## config.mk

```make
export PLATFORM = sky130hd
export DESIGN_NAME = layer_spread_poller
export DESIGN_NICKNAME = d
export VERILOG_FILES = /design/src/rtl/lsp_pkg.sv /design/src/rtl/lsp_layer_pick.sv /design/src/rtl/lsp_ptr_table.sv /design/src/rtl/layer_spread_poller.sv
export SDC_FILE = /design/constraint.sdc
export NUM_CORES = 1
export LEC_CHECK = 0
export BUFFER_PORTS_ARGS = -buffer_cell sky130_fd_sc_hd__buf_2
export CAP_MARGIN = 20
export CELL_PAD_IN_SITES_DETAIL_PLACEMENT = 0
export CELL_PAD_IN_SITES_GLOBAL_PLACEMENT = 1
export CORE_MARGIN = 2
export CORE_UTILIZATION = 25
export CTS_CLUSTER_SIZE = 14
export DETAILED_ROUTE_END_ITERATION = 16
export PLACE_DENSITY_LB_ADDON = 0.3
export SYNTH_ARGS = -nofsm -noshare
export SYNTH_HDL_FRONTEND = slang
export SYNTH_HIERARCHICAL = 1
export SYNTH_SLANG_ARGS = --single-unit
```

## constraint.sdc

```tcl
create_clock -name clk -period 6.66 [get_ports clk]
set_input_delay 0.333 -clock clk [delete_from_list [all_inputs] [get_ports clk]]
set_output_delay 0.333 -clock clk [all_outputs]
set_load 0.005 [all_outputs]
```

## src/rtl/lsp_pkg.sv

```systemverilog
`timescale 1ns/1ps
package lsp_pkg;

    // Upper bound on layers supported by the scan helpers.
    localparam int unsigned MAX_LAYERS = 64;

    // Increment a layer index modulo lim.
    function automatic int unsigned wrap_inc(input int unsigned v, input int unsigned lim);
        return (v + 1 >= lim) ? 0 : v + 1;
    endfunction

endpackage

```

## src/rtl/lsp_layer_pick.sv

```systemverilog
`timescale 1ns/1ps
module lsp_layer_pick #(
    parameter int unsigned K_LAYERS = 4,
    parameter int unsigned LW       = 2
) (
    input  logic [LW-1:0]       start_i,
    input  logic [K_LAYERS-1:0] alive_i,
    output logic [LW-1:0]       pick_o,
    output logic                found_o
);
    import lsp_pkg::*;

    int unsigned scan_idx;

    // First live layer at or after start_i, wrapping at K_LAYERS.
    always_comb begin
        found_o  = 1'b0;
        pick_o   = start_i;
        scan_idx = int'(start_i);
        for (int off = 0; off < int'(K_LAYERS); off++) begin
            if (!found_o && alive_i[scan_idx]) begin
                found_o = 1'b1;
                pick_o  = LW'(scan_idx);
            end
            scan_idx = wrap_inc(scan_idx, K_LAYERS);
        end
    end

endmodule

```

## src/rtl/lsp_ptr_table.sv

```systemverilog
`timescale 1ns/1ps
module lsp_ptr_table #(
    parameter int unsigned N_DEST = 8,
    parameter int unsigned DW     = 3,
    parameter int unsigned LW     = 2
) (
    input  logic          clk,
    input  logic          rst_n,
    input  logic [DW-1:0] rd_dest_i,
    output logic [LW-1:0] rd_ptr_o,
    input  logic          wr_en_i,
    input  logic [DW-1:0] wr_dest_i,
    input  logic [LW-1:0] wr_ptr_i
);

    typedef struct packed {
        logic [N_DEST-1:0][LW-1:0] ptr;
    } tbl_state_t;

    tbl_state_t tbl_d, tbl_q;

    always_comb begin
        tbl_d = tbl_q;
        if (wr_en_i) begin
            tbl_d.ptr[wr_dest_i] = wr_ptr_i;
        end
    end

    always_ff @(posedge clk) begin
        if (!rst_n) begin
            tbl_q <= '0;
        end else begin
            tbl_q <= tbl_d;
        end
    end

    assign rd_ptr_o = tbl_q.ptr[rd_dest_i];

    // pointers hold unless a packet is accepted.
    assert_hold_without_accept_R3: assert property (@(posedge clk) disable iff (!rst_n)
        !wr_en_i |=> $stable(tbl_q.ptr));

    // the accepting destination's pointer takes the computed successor.
    assert_ptr_written_R5: assert property (@(posedge clk) disable iff (!rst_n)
        wr_en_i |=> tbl_q.ptr[$past(wr_dest_i)] == $past(wr_ptr_i));

endmodule

```

## src/rtl/layer_spread_poller.sv

```systemverilog
`timescale 1ns/1ps
module layer_spread_poller #(
    parameter int unsigned N_DEST   = 8,
    parameter int unsigned K_LAYERS = 4,
    parameter int unsigned DATA_W   = 32,
    localparam int unsigned DW      = (N_DEST > 1) ? $clog2(N_DEST) : 1,
    localparam int unsigned LW      = (K_LAYERS > 1) ? $clog2(K_LAYERS) : 1
) (
    input  logic                clk,
    input  logic                rst_n,
    input  logic                in_valid,
    output logic                in_ready,
    input  logic [DW-1:0]       in_dest,
    input  logic [DATA_W-1:0]   in_data,
    input  logic [K_LAYERS-1:0] fail_mask,
    output logic [K_LAYERS-1:0] out_valid,
    input  logic [K_LAYERS-1:0] out_ready,
    output logic [DATA_W-1:0]   out_data,
    output logic [DW-1:0]       out_dest,
    output logic [LW-1:0]       out_layer
);
    import lsp_pkg::*;

    logic [K_LAYERS-1:0] alive;
    logic [LW-1:0]       cur_ptr;
    logic [LW-1:0]       chosen;
    logic                any_alive;
    logic [LW-1:0]       succ_start;
    logic [LW-1:0]       succ_ptr;
    logic                succ_found;
    logic                accept;

    assign alive = ~fail_mask;

    lsp_ptr_table #(
        .N_DEST (N_DEST),
        .DW     (DW),
        .LW     (LW)
    ) ptr_tbl_i (
        .clk       (clk),
        .rst_n     (rst_n),
        .rd_dest_i (in_dest),
        .rd_ptr_o  (cur_ptr),
        .wr_en_i   (accept),
        .wr_dest_i (in_dest),
        .wr_ptr_i  (succ_ptr)
    );

    // Layer for this packet: first live layer at or after the pointer.
    lsp_layer_pick #(
        .K_LAYERS (K_LAYERS),
        .LW       (LW)
    ) pick_cur_i (
        .start_i (cur_ptr),
        .alive_i (alive),
        .pick_o  (chosen),
        .found_o (any_alive)
    );

    assign succ_start = LW'(wrap_inc(int'(chosen), K_LAYERS));

    // Pointer successor: first live layer after the chosen one.
    lsp_layer_pick #(
        .K_LAYERS (K_LAYERS),
        .LW       (LW)
    ) pick_nxt_i (
        .start_i (succ_start),
        .alive_i (alive),
        .pick_o  (succ_ptr),
        .found_o (succ_found)
    );

    assign in_ready = any_alive && out_ready[chosen];
    assign accept   = in_valid && in_ready;

    for (genvar k = 0; k < int'(K_LAYERS); k++) begin : g_offer
        assign out_valid[k] = in_valid && any_alive && (chosen == LW'(k));
    end

    assign out_data  = in_data;
    assign out_dest  = in_dest;
    assign out_layer = chosen;

    assert_onehot_offer_R8: assert property (@(posedge clk) disable iff (!rst_n)
        $onehot0(out_valid));

    assert_accept_has_taker_R8: assert property (@(posedge clk) disable iff (!rst_n)
        (in_valid && in_ready) |-> ((out_valid & out_ready) != '0));

    assert_skip_failed_R4: assert property (@(posedge clk) disable iff (!rst_n)
        (out_valid & fail_mask) == '0);

    assert_dead_stall_R6: assert property (@(posedge clk) disable iff (!rst_n)
        (&fail_mask) |-> (!in_ready && (out_valid == '0)));

    assert_succ_live_R5: assert property (@(posedge clk) disable iff (!rst_n)
        any_alive |-> (succ_found && !fail_mask[succ_ptr]));

    assert_no_redirect_R7: assert property (@(posedge clk) disable iff (!rst_n)
        ($past(in_valid && !in_ready) && in_valid && $stable(in_dest) && $stable(fail_mask))
        |-> $stable(out_layer));

endmodule

```

==> results of run 1 <==
==> per-layer routing <==
metal,vias up,part of all wire,global-route usage
li1,700,-,-
met1,683,0.47,0.138
met2,44,0.46,0.148
met3,10,0.050,0.0140
met4,0,0.015,0.0336
met5,-,0,0
==> metrics by stage <==
step           instances   util  setup slack (ns)  hold slack, ns
5_1_grt              296  0.250             0.257           0.478
6_report             296  0.250             0.730           0.462
3_3_place_gp         293  0.244             0.551           0.498
3_5_place_dp         293  0.244             0.545           0.510
4_1_cts              296  0.250             0.782           0.460
2_1_floorplan        209      -              1.71           0.461
==> cell usage in the layout, fill, tap and decap left out <==
| cell | n |
|---|---|
| buf_2 | 23 |
| mux2i_1 | 22 |
| inv_1 | 18 |
| nor2b_1 | 16 |
| dfxtp_1 | 16 |
| nand2_1 | 10 |
| ha_1 | 8 |
| a21oi_1 | 8 |
| mux4_1 | 6 |
| nor2_1 | 5 |
| mux4_2 | 5 |
| and3_1 | 5 |
| mux2_2 | 4 |
| nor3_1 | 4 |
| nand4b_1 | 4 |
| nand3_1 | 4 |
| clkbuf_8 | 3 |
| and4bb_2 | 3 |
| nand2b_1 | 2 |
| or2_1 | 2 |
| o21bai_1 | 2 |
| or4_1 | 2 |
| a21o_1 | 2 |
| a2111oi_0 | 2 |
| a2111oi_2 | 2 |
| a32oi_1 | 2 |
| and3_2 | 2 |
| o31ai_1 | 2 |
| a311oi_1 | 2 |
| o2bb2ai_1 | 2 |
| o221ai_1 | 2 |
| and2_1 | 1 |
| nand4_1 | 1 |
| nor4b_2 | 1 |
| buf_4 | 1 |
==> area by class of cell <==
cell class / instances / area [sq um]
clock buffer: 3 / 41.3
fill: 832 / 5710
inverter: 18 / 67.6
multi-input combinational: 133 / 1220
sequential: 16 / 320
tap: 102 / 128
timing repair buffer: 24 / 123
==> critical path, delay by kind of cell <==
family / cells / cell delay, ns
compound gates: 3 / 1.05
fa+ha+maj: 3 / 0.85
buf+inv: 1 / 0.23
mux: 5 / 1.88
simple gates: 6 / 1.76
==> final timing paths <==
path | slack (ns) | endpoint | depth (start not counted)
setup reg to reg | 0.84 | ptr_tbl_i/tbl_q[8] | 17
hold reg to reg | 0.52 | ptr_tbl_i/tbl_q[14] | 2
setup / recovery | 0.73 | ptr_tbl_i/tbl_q[8] | 18
hold / removal | 0.46 | ptr_tbl_i/tbl_q[14] | 2
==> power groups by stage <==
stage	clock network (mW)	logic [mW]	registers, mW
2_1_floorplan	0	0.205	0.103
3_3_place_gp	0	0.242	0.104
3_5_place_dp	0	0.236	0.104
4_1_cts	0.0732	0.238	0.102
5_1_grt	0.0769	0.264	0.102
6_report	0.0698	0.236	0.102
==> reports/metrics.yaml, run 1 <==
clocking:
  cts_tree: "built"
  cts-root-buf: "clkbuf_8"
  cts_setup_buffers: 0
  clock_path_buffers: 2
  ctsResizeCount: 0
  htree_levels: 1
  cts.sinks: 16
  clkLatencyLatePin_ns: 0.24
  cts_hold_buf: 0
  numCtsBuffers: 3
  clkTransAtPathRegs_ns: 0.06
place:
  dp_hpwl_um: 3100
  io_buffers: 23
  place_area_sq_um: 1860
  finalWeightedCongestion: 0.803
global_routing:
  grt_first_pass_wirelength_um: 6760
  grt_max_degree: 17
  grt_pass1_vias: 1336
  grt.total_usage: 0.0968
  grt_overflow: 0
  antenna_found_initial: 0
floorplanning:
  dieArea_sq_um: 8440
  rows: 32
  die_w_um: 91.9
  die_h_um: 91.9
  start_util: 0.254
  core_sq_um: 7610
  io_pins: 88
timing:
  fmax_ghz: 0.169
  setup_viol: 0
  finalMaxSlewViolations: 0
  rsz0062_at_grt: "false"
  fin_skew_ns: 0.00126
  period_needed_ns: 5.93
  final-hold-violation-count: 0
  relSlewSlack: 0.613
  fin_setup_tns_ns: 0
  worst_pin_slew_ns: 0.579
  period_share: 0.890
power:
  internal_power_mw: 0.237
  comb_power_share: 0.580
  power_frac_clock: 0.171
  seqPwrFrac: 0.249
  switching_power_mw: 0.171
  irDropWorstVdd_mv: 0.120
  p_leak_nw: 0.841
  total_power_mw: 0.408
  switching_share: 0.419
  p_per_area_nw_per_um2: 215
drt:
  post-route-drc-count: 0
  ant_nets: 0
  drt-initial-drc-count: 78
  via_count: 1437
  vias_per_cell: 4.85
  first_pass_iters: 4
  routed_wl_um: 4090
  routedWlPerCell_um: 13.8
worst_setup_path:
  crit_fanout: 13
  crit_arrival_ns: 6.11
  path_class: "in -> reg"
  r2r-start: "ptr_tbl_i/tbl_q[12]"
  critPathMaxStageDelay_ns: 0.59
  cp_common_cell: "ha_1"
  cpMaxStageDelayCell: "mux4_1"
  start_kind: "primary input"
  startpoint: "in_dest[2]"
  required_ns: 6.84
  crit_chain: "buf_2, mux4_1, mux2_2, ha_1, or2_1, mux4_1, a311oi_1, nand2_1, ha_1, nor2_1, ha_1, or2_1, mux2i_1, a2111oi_0, a32oi_1, nand2_1, mux2i_1, nor2b_1"
  cp-end-kind: "flip-flop"
synth:
  ys_warn_count: 6
  syn_nets: 263
  syn_avg_cell_area_sq_um: 9.24
  synthesis.area_sq_um: 1930
  syn_inst: 209
min_path:
  min_from: "rst_n"
  hold_path_class: "in -> reg"
final_layout:
  area_growth_pct: -1.56
  drive_gt1_frac: 0.227
  largest_register_ffs: 16
  stdcell_area_sq_um: 1900
  fin_nets: 250
  reg.largest.list: "ptr_tbl_i/tbl_q x16"
  diodes: 0
  top_register: "ptr_tbl_i/tbl_q"
flow_run:
  maxCapViolCount: 0
status:
  status: "complete, no violations"
Power figures use the tool's default switching activity.
==> run 2: changes to the inputs <==
CORE_ASPECT_RATIO = 1.25   (was unset)
==> run 2 against run 1 <==
  * Sequential power is essentially flat
  * Worst hold slack lost 0.014 ns
  * Global-route usage is 1.0 points higher
  * Critical endpoint is now ptr_tbl_i/tbl_q[2]
==> reports/metrics.yaml, run 2 (synthesis results as in run 1) <==
worst_setup_path:
  crit_fanout: 13
  cp-end-kind: "flip-flop"
  r2r_slack_ns: 0.80
  required_ns: 6.85
  path_class: "in -> reg"
  r2r_cells: 17
  r2r-end: "ptr_tbl_i/tbl_q[2]"
  start_kind: "primary input"
  r2r-start: "ptr_tbl_i/tbl_q[8]"
  crit_arrival_ns: 6.15
clocking:
  numCtsBuffers: 3
  clock_path_buffers: 2
  htree_levels: 1
  cts_setup_buffers: 0
  clkLatencyLatePin_ns: 0.25
  cts.sinks: 16
  cts_hold_buf: 0
  clkTransAtPathRegs_ns: 0.06
  cts_tree: "built"
  ctsResizeCount: 0
  cts-root-buf: "clkbuf_8"
final_layout:
  post-route-util: 0.255
  fin_cells: 287
  reg.largest.list: "ptr_tbl_i/tbl_q x16"
  fin_nets: 250
  final_cell_mix: "23 x buf_2, 22 x mux2i_1, 18 x inv_1"
  nFillCells: 831
  diodes: 0
  largest_register_ffs: 16
  layout_commonest_cell: "buf_2"
  area_growth_pct: -1.49
  top_register: "ptr_tbl_i/tbl_q"
  drive_gt1_frac: 0.231
power:
  p_leak_nw: 0.848
  p_per_area_nw_per_um2: 225
  irDropWorstVdd_mv: 0.105
min_path:
  min_from: "rst_n"
  hold_depth: 2
  hold_path_end: "ptr_tbl_i/tbl_q[0]"
  hold_path_class: "in -> reg"
floorplanning:
  start_util: 0.259
  die_h_um: 102
  rows: 35
  core_sq_um: 7440
  dieArea_sq_um: 8450
  die_w_um: 82.6
  io_pins: 88
timing:
  finalMaxSlewViolations: 0
  worst_pin_slew_ns: 0.569
  relSlewSlack: 0.619
  final-hold-violation-count: 0
  period_share: 0.895
  fin_skew_ns: 0.00432
  rsz0062_at_grt: "false"
  fin_setup_tns_ns: 0
  fmax_ghz: 0.168
  setup_viol: 0
  period_needed_ns: 5.96
global_routing:
  grt.total_usage: 0.107
  grt_first_pass_wirelength_um: 6980
  grt_overflow: 0
  antenna_found_initial: 0
  grt_pass1_vias: 1365
  grt_max_degree: 17
status:
  status: "complete, no violations"
drt:
  first_pass_iters: 4
  vias_per_cell: 5.02
  ant_nets: 0
  drt-initial-drc-count: 75
  routed_wl_um: 4350
  via_count: 1441
  routedWlPerCell_um: 15.2
  post-route-drc-count: 0
place:
  placedCellCount: 283
  io_buffers: 23
  dp_hpwl_um: 3230
  finalWeightedCongestion: 0.825
flow_run:
  maxCapViolCount: 0
## run 2: cell count changes in the layout (fill, tap and decap cells not counted), sizes merged
cell    change
clkbuf      +1
## run 2: stage by stage
stage | worst slack, ns | instance area, sq um | hold WS, ns | total power, mW
after detailed placement | 0.457 | 1850 | 0.504 | 0.343
final | 0.700 | 1900 | 0.448 | 0.427
after CTS | 0.728 | 1900 | 0.449 | 0.432
after global routing | 0.154 | 1900 | 0.471 | 0.465
after global placement | 0.446 | 1850 | 0.501 | 0.348
after floorplan | 1.71 | 1930 | 0.461 | 0.308
## run 2: worst max-delay path by stage
| stage | start | end | slack (ns) | cells past startpoint |
|---|---|---|---|---|
| after floorplan | in_dest[0] | ptr_tbl_i/tbl_q[0] | 1.71 | 20 |
| after global placement | in_dest[2] | ptr_tbl_i/tbl_q[0] | 0.45 | 19 |
| after detailed placement | in_dest[2] | ptr_tbl_i/tbl_q[2] | 0.46 | 18 |
| after CTS | in_dest[2] | ptr_tbl_i/tbl_q[2] | 0.73 | 18 |
| after global routing | in_dest[2] | ptr_tbl_i/tbl_q[2] | 0.15 | 19 |
| final | in_dest[2] | ptr_tbl_i/tbl_q[2] | 0.70 | 18 |
## run 2: final cells by class
cell class / instances / area (sq um) / area share
inverter: 18 / 67.6 / 0.0355
multi-input combinational: 133 / 1220 / 0.642
tap: 92 / 115 / 0.0605
sequential: 16 / 320 / 0.168
clock buffer: 4 / 55.1 / 0.0289
timing repair buffer: 24 / 123 / 0.0645
## run 2: routing by layer
metal,share of wire,routed length (um),vias up,GRT usage
met5,0,0,-,0
met4,0.013,57,0,0.0441
met3,0.029,127,10,0.0133
met2,0.48,2090,26,0.166
met1,0.48,2080,711,0.149
li1,-,-,694,-
## run 2: where the power goes
part | internal (mW) | switching (mW) | total (mW)
Combinational | 0.0977 | 0.142 | 0.239
Clock | 0.0525 | 0.0339 | 0.0864
Sequential | 0.0996 | 0.00201 | 0.102
Total | 0.250 | 0.178 | 0.427
## run 2: worst max-delay path, cell delays in order
cell	delay (ns)
buf_2	0.24
mux4_1	0.60
mux2_2	0.37
ha_1	0.28
or2_1	0.37
mux4_1	0.58
a311oi_1	0.28
nand2_1	0.22
ha_1	0.27
nor2_1	0.46
ha_1	0.32
or2_1	0.36
mux4_1	0.64
o31ai_1	0.24
a311oi_1	0.07
nand2_1	0.27
mux2i_1	0.13
nor2b_1	0.12
